**src/rtl/trap_pkg.sv**
```systemverilog
package trap_pkg;

    localparam int unsigned CODE_W   = 4;
    localparam int unsigned CODE_LSB = 2;
    localparam int unsigned RNUM_W   = 5;

    localparam logic [RNUM_W-1:0] RN_BADADDR = 5'd8;
    localparam logic [RNUM_W-1:0] RN_STATUS  = 5'd12;
    localparam logic [RNUM_W-1:0] RN_CAUSE   = 5'd13;
    localparam logic [RNUM_W-1:0] RN_EPC     = 5'd14;

    localparam logic [CODE_W-1:0] CODE_DEVICE_IRQ = 4'd0;

endpackage

```
**src/rtl/trap_select.sv**
```systemverilog
module trap_select
    import trap_pkg::*;
#(
    parameter int unsigned N_IRQ = 4
) (
    input  logic              clk_i,
    input  logic              rst_ni,
    input  logic              boundary_i,
    input  logic [N_IRQ-1:0]  irq_i,
    input  logic              exc_valid_i,
    input  logic [CODE_W-1:0] exc_code_i,
    input  logic              ie_i,
    output logic              take_o,
    output logic              is_exc_o,
    output logic [CODE_W-1:0] code_o
);

    logic irq_any;
    logic irq_ok;

    assign irq_any = |irq_i;

    always_comb begin
        irq_ok   = irq_any && boundary_i && ie_i;
        take_o   = exc_valid_i || irq_ok;
        is_exc_o = exc_valid_i;
        code_o   = exc_valid_i ? exc_code_i : CODE_DEVICE_IRQ;
    end


    exc_priority_chk: assert property (@(posedge clk_i) disable iff (!rst_ni)
        exc_valid_i |-> (take_o && is_exc_o && code_o == exc_code_i));


    masked_irq_chk: assert property (@(posedge clk_i) disable iff (!rst_ni)
        (!exc_valid_i && (!ie_i || !boundary_i)) |-> !take_o);

endmodule

```
**src/rtl/trap_csr_file.sv**
```systemverilog
module trap_csr_file
    import trap_pkg::*;
#(
    parameter int unsigned XLEN = 32
) (
    input  logic              clk_i,
    input  logic              rst_ni,
    input  logic              take_i,
    input  logic              is_exc_i,
    input  logic [CODE_W-1:0] code_i,
    input  logic [XLEN-1:0]   cur_pc_i,
    input  logic              badaddr_valid_i,
    input  logic [XLEN-1:0]   badaddr_i,
    input  logic              mt_en_i,
    input  logic [RNUM_W-1:0] mt_num_i,
    input  logic [XLEN-1:0]   mt_data_i,
    output logic [XLEN-1:0]   bad_o,
    output logic              ie_o,
    output logic [CODE_W-1:0] code_o,
    output logic [XLEN-1:0]   epc_o
);

    typedef struct packed {
        logic [XLEN-1:0]   bad;
        logic              ie;
        logic [CODE_W-1:0] code;
        logic [XLEN-1:0]   epc;
    } csr_t;

    csr_t st_d, st_q;

    always_comb begin
        st_d = st_q;
        if (mt_en_i) begin
            case (mt_num_i)
                RN_STATUS: st_d.ie  = mt_data_i[0];
                RN_EPC:    st_d.epc = mt_data_i;
                default:   ;
            endcase
        end
        if (take_i) begin
            st_d.ie   = 1'b0;
            st_d.epc  = cur_pc_i;
            st_d.code = code_i;
            if (is_exc_i && badaddr_valid_i) begin
                st_d.bad = badaddr_i;
            end
        end
    end

    always_ff @(posedge clk_i) begin
        if (!rst_ni) begin
            st_q <= '0;
        end else begin
            st_q <= st_d;
        end
    end

    assign bad_o  = st_q.bad;
    assign ie_o   = st_q.ie;
    assign code_o = st_q.code;
    assign epc_o  = st_q.epc;


    epc_capture_chk: assert property (@(posedge clk_i) disable iff (!rst_ni)
        take_i |=> (st_q.epc == $past(cur_pc_i) && !st_q.ie));


    badaddr_hold_chk: assert property (@(posedge clk_i) disable iff (!rst_ni)
        !(take_i && is_exc_i && badaddr_valid_i) |=> $stable(st_q.bad));


    cause_no_write_chk: assert property (@(posedge clk_i) disable iff (!rst_ni)
        !take_i |=> $stable(st_q.code));

endmodule

```
**src/rtl/trap_read_mux.sv**
```systemverilog
module trap_read_mux
    import trap_pkg::*;
#(
    parameter int unsigned XLEN = 32
) (
    input  logic              clk_i,
    input  logic              rst_ni,
    input  logic [RNUM_W-1:0] num_i,
    input  logic [XLEN-1:0]   bad_i,
    input  logic              ie_i,
    input  logic [CODE_W-1:0] code_i,
    input  logic [XLEN-1:0]   epc_i,
    output logic [XLEN-1:0]   data_o
);

    localparam int unsigned CODE_MSB = CODE_LSB + CODE_W - 1;

    always_comb begin
        data_o = '0;
        case (num_i)
            RN_BADADDR: data_o = bad_i;
            RN_STATUS:  data_o[0] = ie_i;
            RN_CAUSE:   data_o[CODE_MSB:CODE_LSB] = code_i;
            RN_EPC:     data_o = epc_i;
            default:    data_o = '0;
        endcase
    end


    cause_pad_chk: assert property (@(posedge clk_i) disable iff (!rst_ni)
        (num_i == RN_CAUSE) |-> (data_o[CODE_LSB-1:0] == '0
                                 && (data_o >> (CODE_MSB + 1)) == '0));

endmodule

```
**src/rtl/trap_ctl_regs.sv**
```systemverilog
module trap_ctl_regs
    import trap_pkg::*;
#(
    parameter int unsigned     XLEN        = 32,
    parameter int unsigned     N_IRQ       = 4,
    parameter logic [XLEN-1:0] TRAP_VECTOR = 32'h8000_0080
) (
    input  logic              clk_i,
    input  logic              rst_ni,
    input  logic              boundary_i,
    input  logic [N_IRQ-1:0]  irq_i,
    input  logic              exc_valid_i,
    input  logic [CODE_W-1:0] exc_code_i,
    input  logic [XLEN-1:0]   cur_pc_i,
    input  logic              badaddr_valid_i,
    input  logic [XLEN-1:0]   badaddr_i,
    input  logic              mt_en_i,
    input  logic [RNUM_W-1:0] mt_num_i,
    input  logic [XLEN-1:0]   mt_data_i,
    input  logic [RNUM_W-1:0] mf_num_i,
    output logic [XLEN-1:0]   mf_data_o,
    output logic              take_o,
    output logic [XLEN-1:0]   vector_o
);

    logic              take;
    logic              is_exc;
    logic [CODE_W-1:0] sel_code;
    logic [XLEN-1:0]   bad_q;
    logic              ie_q;
    logic [CODE_W-1:0] code_q;
    logic [XLEN-1:0]   epc_q;

    trap_select #(.N_IRQ(N_IRQ)) sel_i (
        .clk_i       (clk_i),
        .rst_ni      (rst_ni),
        .boundary_i  (boundary_i),
        .irq_i       (irq_i),
        .exc_valid_i (exc_valid_i),
        .exc_code_i  (exc_code_i),
        .ie_i        (ie_q),
        .take_o      (take),
        .is_exc_o    (is_exc),
        .code_o      (sel_code)
    );

    trap_csr_file #(.XLEN(XLEN)) csr_i (
        .clk_i           (clk_i),
        .rst_ni          (rst_ni),
        .take_i          (take),
        .is_exc_i        (is_exc),
        .code_i          (sel_code),
        .cur_pc_i        (cur_pc_i),
        .badaddr_valid_i (badaddr_valid_i),
        .badaddr_i       (badaddr_i),
        .mt_en_i         (mt_en_i),
        .mt_num_i        (mt_num_i),
        .mt_data_i       (mt_data_i),
        .bad_o           (bad_q),
        .ie_o            (ie_q),
        .code_o          (code_q),
        .epc_o           (epc_q)
    );

    trap_read_mux #(.XLEN(XLEN)) rd_i (
        .clk_i  (clk_i),
        .rst_ni (rst_ni),
        .num_i  (mf_num_i),
        .bad_i  (bad_q),
        .ie_i   (ie_q),
        .code_i (code_q),
        .epc_i  (epc_q),
        .data_o (mf_data_o)
    );

    assign take_o   = take;
    assign vector_o = TRAP_VECTOR;


    trap_over_write_chk: assert property (@(posedge clk_i) disable iff (!rst_ni)
        (take && mt_en_i) |=> (!ie_q && epc_q == $past(cur_pc_i)));

endmodule

```
**config.mk**
```make
export PLATFORM = sky130hd
export DESIGN_NAME = trap_ctl_regs
export DESIGN_NICKNAME = d
export VERILOG_FILES = /design/src/rtl/trap_pkg.sv /design/src/rtl/trap_select.sv /design/src/rtl/trap_csr_file.sv /design/src/rtl/trap_read_mux.sv /design/src/rtl/trap_ctl_regs.sv
export SDC_FILE = /design/constraint.sdc
export NUM_CORES = 1
export LEC_CHECK = 0
export ABC_AREA = 1
export BUFFER_PORTS_ARGS = -buffer_cell sky130_fd_sc_hd__buf_2
export CORE_MARGIN = 3
export CORE_UTILIZATION = 35
export DETAILED_ROUTE_END_ITERATION = 10
export GPL_TIMING_DRIVEN = 0
export PLACE_DENSITY_LB_ADDON = 0.1
export SLEW_MARGIN = 20
export SYNTH_ARGS = -nofsm -noshare
export SYNTH_HDL_FRONTEND = slang
export SYNTH_SLANG_ARGS = --single-unit
```
**constraint.sdc**
```tcl
create_clock -name clk_i -period 2.8 [get_ports clk_i]
set_clock_uncertainty 0.1 [all_clocks]
set_input_delay 0.28 -clock clk_i [delete_from_list [all_inputs] [get_ports clk_i]]
set_output_delay 0.28 -clock clk_i [all_outputs]
set_load 0.005 [all_outputs]
```
-- Yosys cells after proc, flatten, opt, wreduce, memory -nomap -nowiden
Index checks and enable logic that the tools add are counted.
- bits in read-only memories: 0
- input port bits: 120
- register bits: 69
- memories: 0
- latch bits: 0
- word-level logic and storage cells: 30
- output and inout bits: 65
- RAM bits: 0
- eq/ne operators: 6
- add/subtract/negate cells: 0
- divide/modulo/power cells: 0
- $mul: 0
- mux-type cells: 8
- reduce and logical (&&, ||, !) cells: 11
- bitwise operators: 1
- shift operators: 0
- $lt $le $gt $ge: 0
- operators by type and width (kind ; count):
    $mux W32 ; 3
    $pmux W26 S2 ; 1
    $eq A5 B4 Y1 const B ; 6
    $pmux W4 S3 ; 1
    $reduce_and A2 Y1 ; 3
    $mux W4 ; 1
    $reduce_bool A2 Y1 ; 2
    $reduce_or A4 Y1 ; 1
    $logic_and A1 B1 Y1 ; 3
    $pmux W1 S3 ; 1
    $pmux W1 S2 ; 1
    $reduce_or A2 Y1 ; 1
    $logic_or A1 B1 Y1 ; 1
    $not A1 Y1 ; 1

-- Longest topological paths before layout
Gate-level depths: netlist of run 1.
- word-level depth: 6
- gate-level depth with buffers: 10
- gate-level depth less buffers: 8

-- By module
A second synthesis of run 1 with hierarchy kept.
- cell total of the unflattened synthesis: 587
- area, all modules: 3951.3 sq um
- by module, submodules not included (module ; area each (sq um) ; sequential area each (sq um) ; cells each ; times used):
    trap_csr_file ; 2947.8 ; 1381.3 ; 416 ; 1
    trap_read_mux ; 688.2 ; 0.0 ; 120 ; 1
    trap_ctl_regs ; 247.7 ; 0.0 ; 34 ; 1
    trap_select ; 67.6 ; 0.0 ; 17 ; 1

-- Worst setup path before layout of run 1
Ideal clock, no wire load.
- path kind: input-to-output
- start: in mf_num_i[1]
- end: out mf_data_o[3]
- arrival: 1.015 ns
- setup slack: 1.405 ns
- cell stages on the path: 6
- path through: nor2_1 > nand3_1 > inv_1 > clkbuf_1 > nand2_1 > o211ai_1
- cells in the longest elaborated chain, start to end: 2
- elaborated cells between the ends (all ways): 4
- those cells by class: 3 x eq/ne; 1 x mux
- RTL lines (what ; RTL line ; text):
    from (decl) ; trap_ctl_regs.sv:20 ; input logic [RNUM_W-1:0] mf_num_i,
    $eq A5 B4 Y1 ; trap_read_mux.sv:20 ; case (num_i)
    $pmux W4 S3 * ; trap_read_mux.sv:20 ;
    to (decl) ; trap_ctl_regs.sv:21 ; output logic [XLEN-1:0] mf_data_o,
Mark *: on every way between the ends. The rest lies on a longest branch, timed or not.

-- Worst setup path after layout of run 1
- start: in mf_num_i[1]
- end: out mf_data_o[30]
- cells in the longest elaborated chain, start to end: 2
- elaborated cells between the ends (all ways): 3
- those cells by class: 2 x eq/ne; 1 x mux
- RTL lines (what ; RTL line):
    $eq A5 B4 Y1 ; trap_read_mux.sv:20
    $pmux W26 S2 * ; trap_read_mux.sv:20
Marks and branches as above.

==> out/results.ini, run 1 <==
[pwr]
power.internal_mw = 1.60
powerDensity_nw_per_um2 = 441
leakage_nw = 2.82
clkPwrFrac = 0.330
ir_drop_mv = 0.187
share_seq_of_total_power = 0.482
p_comb_frac = 0.188
power_mw = 2.23
switching_share = 0.281
power_switching_mw = 0.628

[global_routing]
grt_max_degree = 12
grt.total_usage = 0.189
grt-ovfl-total = 0
antenna_found_initial = 2
grt_pass1_wl_mm = 18.9
grt_pass1_vias = 3970

[synthesis]
ys_types = 17
synth-seq-area-share = 0.359
avgSynthCellArea_um2 = 6.02
synth_seq_cells = 69
synth_area_um2 = 3850
yosysTopAreaCell = dfxtp_1
synth_top_cell_area_share = 0.359
synth_warnings = 0
syn_inst = 640
async_flop_share = 0
synth-main-ff-cell = dfxtp_1
synthTopCellsByArea = dfxtp_1 36%, nor2_1 16%, nand2_1 15%
synth_edf_count = 0

[setup_path]
r2r-start = csr_i.ie_o
crit_type = in -> out
crit_arrival_ns = 1.67
worstPathMaxFanout = 10
regToRegSetupSlack_ns = 1.21
end_kind = output port
reg2reg_depth = 9
cp-start-kind = input pin
rr_endpoint = csr_i.epc_o[31]
required_ns = 2.42

[finish]
syn_to_final_growth_pct = 31.6
fillerInstances = 1162
diodes = 0
post_layout_nonfiller_instances = 973
final_cell_mix = 167 x nor2_1, 160 x buf_2, 150 x nand2_1
fin_nets = 952
mostFrequentLayoutCell = nor2_1
drive_above_1_share = 0.262

[timing]
hold-worst-slack_ns = 0.0803
slew_viol_final = 0
fin_crit_sh = 0.734
final.setup.tns_ns = 0
worst_pin_slew_ns = 0.662
layout_min_cycle_time_ns = 2.05
relSlewSlack = 0.559
hold_violations = 0
fmax_ghz = 0.487
grt_setup_unrepaired = false
finalSetupViolCount = 0

[die]
die_h_um = 111
start_util = 0.366
die_width_um = 111
num_io_pins = 185
num_rows = 37
core_area_um2 = 10500
dieArea_um2 = 12300

[clock_network]
postCtsSetupRepairBufs = 0
holdBufCountCts = 0
cts_tree = yes
clk_latency_ns = 0.33
clockBufferDepth = 2
clock-root-buffer = clkbuf_8
htree_levels = 3
cts_buffers = 9
clk_pin_slew_ns = 0.06
cts_sinks = 69
post_cts_resized = 0

[route]
antenna_left = 0
vias = 4205
vias_per_cell = 4.32
first_iter_violations = 168
firstDrtPassIters = 4
drc = 0
routedWlPerCell_um = 12.2
wl_mm = 11.8

[job]
drv_cap = 0

[hold_path]
worstHoldEndpoint = csr_i.code_o[3]
holdCritPathClass = in -> reg
hold_depth = 3
worst_hold_startpoint = exc_code_i[3]

[placed_design]
post-place-cells = 957
dp_hpwl_mm = 9.35
port_buffers = 151
routabilityCongestion = 0.808

[status]
status = finished, final reports clean

## logic make-up (layout without fill, tap and decap cells)
group | count (synthesis) | count (layout) | synth area share
other cells | 2 | 32 | 0.00195
simple gates | 360 | 360 | 0.366
flops | 69 | 69 | 0.359
compound gates | 67 | 67 | 0.0933
buf+inv | 142 | 309 | 0.180
## metrics by stage
step / utilization / setup WS (ns) / cell area, µm²
after floorplan: - / 1.40 / 3960
after global placement: 0.465 / 0.787 / 4890
after detailed placement: 0.465 / 0.755 / 4890
after CTS: 0.482 / 0.747 / 5070
after global routing: 0.482 / 0.571 / 5070
final: 0.482 / 0.746 / 5070
## layer usage
| metal | GRT usage | wire length (µm) |
|---|---|---|
| met4 | 0.0287 | 55 |
| met2 | 0.320 | 5580 |
| met3 | 0.0644 | 898 |
| met5 | 0 | 21 |
| met1 | 0.239 | 5280 |
## area by class of cell
class | count | area (µm²) | area share
Buffer | 68 | 417 | 0.0822
Inverter | 74 | 278 | 0.0548
Clock inverter | 4 | 22.5 | 0.00445
Multi-Input combinational cell | 459 | 1890 | 0.372
Sequential cell | 69 | 1380 | 0.273
Timing Repair Buffer | 151 | 756 | 0.149
Clock buffer | 12 | 155 | 0.0306
Tap cell | 136 | 170 | 0.0336
## state kept, by name, summed over array words and instances (netlist names)
| name | count |
|---|---|
| csr_i.bad_o | 32 |
| csr_i.code_o | 4 |
| csr_i.epc_o | 32 |
| csr_i.ie_o | 1 |
## worst max path at each step
| stage | startpoint | to | slack [ns] | cells after the start |
|---|---|---|---|---|
| after floorplan | mf_num_i[1] | mf_data_o[3] | 1.40 | 6 |
| after global placement | mf_num_i[1] | mf_data_o[28] | 0.79 | 8 |
| after detailed placement | mf_num_i[1] | mf_data_o[12] | 0.75 | 8 |
| after CTS | mf_num_i[1] | mf_data_o[12] | 0.75 | 8 |
| after global routing | mf_num_i[4] | mf_data_o[28] | 0.57 | 8 |
| final | mf_num_i[1] | mf_data_o[30] | 0.75 | 8 |
## Yosys cell counts, types with 2 or more instances
library cell	n
nand3_1	39
o21ai_0	60
buf_4	40
clkbuf_1	19
nand2_1	150
nor2_1	167
nor3_1	2
buf_2	9
inv_1	72
o211ai_1	5
inv_2	2
dfxtp_1	69
conb_1	2
## power by group through the flow
stage / Sequential [mW] / Combinational (mW) / Clock, mW
finish: 1.08 / 0.419 / 0.736
global route: 1.08 / 0.484 / 0.799
CTS: 1.08 / 0.421 / 0.759
detailed placement: 1.10 / 0.419 / 0
global placement: 1.10 / 0.413 / 0
floorplan: 1.09 / 0.267 / 0
## worst max-delay path, stage by stage
cell	delay (ns)
buf_2	0.11
nor2_1	0.16
nand3_1	0.09
inv_1	0.12
clkbuf_1	0.53
nand2_1	0.11
o21ai_0	0.12
buf_2	0.15
Note: power is estimated with default switching activity, not from simulation.
==> run 2: changes to the inputs <==
==> constraint.sdc (replaced) <==
create_clock -name clk_i -period 2 [get_ports clk_i]
set_clock_uncertainty 0.1 [all_clocks]
set_input_delay 0.2 -clock clk_i [delete_from_list [all_inputs] [get_ports clk_i]]
set_output_delay 0.2 -clock clk_i [all_outputs]
set_load 0.005 [all_outputs]
==> out/results.ini, run 2 (synthesis gave the netlist of run 1 again) <==
[status]
status = finished, final reports clean

[clock_network]
clockBufferDepth = 2
cts_tree = yes
cts_sinks = 69
cts_buffers = 9
clock-root-buffer = clkbuf_8
clk_pin_slew_ns = 0.07
clk_latency_ns = 0.33
htree_levels = 3

[finish]
diodes = 0
final_cell_mix = 167 x nor2_1, 160 x buf_2, 150 x nand2_1
syn_to_final_growth_pct = 33.2
drive_above_1_share = 0.261
fillerInstances = 1156
mostFrequentLayoutCell = nor2_1
fin_nets = 958
postLayoutCoreUtil = 0.488

[setup_path]
end_kind = output port
crit_type = reg -> out
critical_path.startpoint = csr_i.ie_o
regToRegSetupSlack_ns = 0.40
required_ns = 1.70
reg2reg_depth = 9
cp-start-kind = flip-flop
crit_path_end = take_o
crit_arrival_ns = 1.54
worstPathMaxFanout = 10
r2r-start = csr_i.ie_o
rr_endpoint = csr_i.epc_o[31]

[global_routing]
grt_pass1_wl_mm = 19.0
antenna_found_initial = 1
grt.total_usage = 0.190
grt-ovfl-total = 0
grt_pass1_vias = 3992
grt_max_degree = 12

[placed_design]
dp_hpwl_mm = 9.35
dpl_worst_slack_ns = 0.115
port_buffers = 151
routabilityCongestion = 0.808

[timing]
fmax_ghz = 0.542
hold_violations = 0
hold-worst-slack_ns = 0.0113
grt_setup_unrepaired = false
worst_pin_slew_ns = 0.556
slew_viol_final = 0
layout_min_cycle_time_ns = 1.84
final.setup.tns_ns = 0
fin_crit_sh = 0.922
relSlewSlack = 0.629
fin_ws_ns = 0.155
finalSetupViolCount = 0

[pwr]
ir_drop_mv = 0.262
powerDensity_nw_per_um2 = 612
leakage_nw = 2.85

[route]
routedWlPerCell_um = 12.1
drc = 0
wl_mm = 11.9
antenna_left = 0
vias_per_cell = 4.32
firstDrtPassIters = 4
vias = 4226
first_iter_violations = 169

[job]
drv_cap = 0

[die]
num_rows = 37
num_io_pins = 185
core_area_um2 = 10500
die_h_um = 111
dieArea_um2 = 12300
start_util = 0.366
die_width_um = 111

[hold_path]
holdCritPathClass = in -> reg
worst_hold_startpoint = badaddr_i[27]

==> run 2: critical path, stage by stage, from the launching register on <==
cell,delay (ns)
dfxtp_1,0.37
nand2_1,0.09
inv_2,0.08
nand2_1,0.05
nand2_1,0.10
buf_4,0.19
buf_4,0.19
buf_2,0.13
==> run 2: timing repair <==
item,in CTS,in global routing
endpoints found under the setup margin,0,6
setup buffers,0,0
hold buffers,6,0
resized for setup,0,2
endpoints found under the hold margin,6,0
==> run 2: worst min path at each step <==
stage	end	slack, ns	cells past startpoint
after global placement	csr_i.code_o[3]	0.33	3
final	csr_i.bad_o[27]	0.01	3
after CTS	csr_i.bad_o[27]	0.002	3
after detailed placement	csr_i.code_o[3]	0.33	2
after floorplan	csr_i.code_o[3]	0.23	2
after global routing	csr_i.bad_o[14]	0.0006	3
==> run 2: stage by stage <==
stage | instance area, µm² | power, mW | instances
final | 5130 | 3.14 | 979
after global routing | 5130 | 3.32 | 979
after CTS | 5130 | 3.17 | 979
after detailed placement | 4890 | 2.12 | 957
after global placement | 4890 | 2.11 | 957
after floorplan | 3960 | 1.90 | 670
==> run 2: power by group <==
| group | internal, mW | leakage [nW] | switching (mW) |
|---|---|---|---|
| clock network | 0.512 | 0.0921 | 0.523 |
| registers | 1.47 | 0.571 | 0.0371 |
| logic | 0.271 | 2.19 | 0.325 |
==> run 2: metal layers <==
| metal | share of wire | wire (µm) | GRT usage | up-vias |
|---|---|---|---|---|
| met5 | 0.0011 | 13 | 0 | - |
| met4 | 0.0041 | 49 | 0.0287 | 2 |
| met3 | 0.073 | 863 | 0.0617 | 6 |
| met2 | 0.47 | 5580 | 0.320 | 131 |
| met1 | 0.45 | 5360 | 0.241 | 1826 |
| li1 | - | - | - | 2261 |
==> run 2: layout make-up <==
class	instances	area, µm²	share of cell area
clock inverter	4	22.5	0.00439
timing repair buffer	157	816	0.159
clock buffer	12	155	0.0303
buffer	68	418	0.0815
sequential	69	1380	0.269
tap	136	170	0.0332
multi-input combinational	459	1890	0.368
inverter	74	278	0.0542
==> run 3: changes to the inputs <==
--- a/config.mk
+++ b/config.mk
@@ -6,9 +6,9 @@
 export NUM_CORES = 1
 export LEC_CHECK = 0
 export ABC_AREA = 1
-export BUFFER_PORTS_ARGS = -buffer_cell sky130_fd_sc_hd__buf_2
+export BUFFER_PORTS_ARGS = -buffer_cell sky130_fd_sc_hd__buf_4
 export CORE_MARGIN = 3
-export CORE_UTILIZATION = 35
+export CORE_UTILIZATION = 47
 export DETAILED_ROUTE_END_ITERATION = 10
 export GPL_TIMING_DRIVEN = 0
 export PLACE_DENSITY_LB_ADDON = 0.1
==> out/results.ini, run 3 (synthesis gave the netlist of run 1 again) <==
[placed_design]
placed_area_um2 = 5220
post-place-cells = 923
dp_hpwl_mm = 8.91
routabilityCongestion = 0.858
dpl_worst_slack_ns = 0.165
port_buffers = 151

[setup_path]
cp-start-kind = flip-flop
crit_type = reg -> out
required_ns = 1.70
cp_slowest_cell = dfxtp_1
cp_top_family = buffers and inverters
cp_num_buf_inv = 4
crit_arrival_ns = 1.51
slowest_delay_ns = 0.35
end_kind = output port
crit_chain = nand2_1, inv_2, nand2_1, nand2_1, buf_4, buf_4, buf_4
worstPathMaxFanout = 10

[finish]
diodes = 0
ff_latch_area_um2 = 1380
drive_above_1_share = 0.258
mostFrequentLayoutCell = buf_4
fillerInstances = 724
multi_input_area_um2 = 1890
post_layout_nonfiller_instances = 942
fin_area_um2 = 5460
syn_to_final_growth_pct = 41.8
final_cell_mix = 191 x buf_4, 167 x nor2_1, 150 x nand2_1
fin_nets = 956

[global_routing]
grt.total_usage = 0.240
met1_usage = 0.308
grt_pass1_wl_mm = 17.2
grt-ovfl-total = 0
antenna_found_initial = 0
grtUsageMet2 = 0.411
grt_use_met3 = 0.0480
grt_max_degree = 11
grt_pass1_vias = 3779
top_usage_layer = met2

[clock_network]
cts_tree = yes
clk_latency_ns = 0.33
clk_pin_slew_ns = 0.07
htree_levels = 3
cts_sinks = 69
postCtsSetupRepairBufs = 0
clock-root-buffer = clkbuf_8
cts_buffers = 9
clockBufferDepth = 2

[pwr]
ir_drop_mv = 0.359
powerDensity_nw_per_um2 = 603
leakage_nw = 2.95

[die]
core_area_um2 = 7850
start_util = 0.491
num_rows = 32
die_width_um = 96.5
die_h_um = 96.5
num_io_pins = 185
dieArea_um2 = 9310

[route]
vias = 4230
first_iter_violations = 153
vias_per_cell = 4.49
firstDrtPassIters = 5
routedWlPerCell_um = 12.0
drc = 0
wl_mm = 11.3
antenna_left = 0

[job]
drv_cap = 0

[timing]
grt_setup_unrepaired = false
relSlewSlack = 0.632
worst_pin_slew_ns = 0.552
fin_crit_sh = 0.903
slew_viol_final = 0
hold_violations = 0
fmax_ghz = 0.554
finalSetupViolCount = 0
final.setup.tns_ns = 0
layout_min_cycle_time_ns = 1.81
hold-worst-slack_ns = 0.0156
fin_ws_ns = 0.194

[hold_path]
holdCritPathClass = in -> reg

[status]
status = finished, final reports clean

==> run 3: changes by cell type in the layout (fill, tap and decap cells not counted), sizes merged <==
cell / previous run / this run
bufinv: 0 / 1
clkinv: 3 / 0
clkinvlp: 1 / 0
dlygate4sd3: 6 / 4
clkbuf: 31 / 33
==> run 3: worst reg2reg max path, delay by kind of cell (launching register included) <==
family,cells,cell delay [ns]
buffers and inverters,3,0.51
DFF,1,0.35
and+or+nand+nor,6,0.48
==> run 3: where the power goes <==
group	leakage [nW]	switching [mW]	internal [mW]
Sequential	0.571	0.0375	1.47
Combinational	2.28	0.324	0.336
Clock	0.0968	0.481	0.640
==> run 3: layer usage <==
metal | up-vias | routed length, µm | share of wire
met3 | 14 | 968 | 0.086
met2 | 164 | 5440 | 0.48
met5 | - | 0 | 0
met4 | 0 | 125 | 0.011
li1 | 2256 | - | -
met1 | 1796 | 4770 | 0.42
==> run 3: cell type report <==
cell class / count / share of cell area
Multi-Input combinational cell: 459 / 0.346
Sequential cell: 69 / 0.253
Timing Repair Buffer: 155 / 0.215
Buffer: 68 / 0.0766
Inverter: 74 / 0.0509
Clock buffer: 14 / 0.0298
Tap cell: 102 / 0.0234
Clock inverter: 1 / 0.00550
==> run 3: timing repair <==
action | 4_1_cts | 5_1_grt
hold buffers | 4 | 0
setup endpoints to repair | 0 | 4
hold endpoints to repair | 4 | 0
gates resized for setup | 0 | 2
==> run 3: worst paths after layout <==
check                                startpoint         endpoint  slack [ns]  cells past startpoint
worst min register to register  csr_i.code_o[0]  csr_i.code_o[0]        0.36                      2
worst max-delay path                 csr_i.ie_o           take_o        0.19                      7
worst max register to register       csr_i.ie_o  csr_i.epc_o[12]        0.46                      9
worst min-delay path               badaddr_i[3]   csr_i.bad_o[3]        0.02                      3
==> run 3: through the flow <==
step | power, mW | utilization
floorplan | 1.90 | -
global placement | 2.17 | 0.666
detailed placement | 2.18 | 0.666
CTS | 3.29 | 0.695
global route | 3.47 | 0.695
finish | 3.29 | 0.695
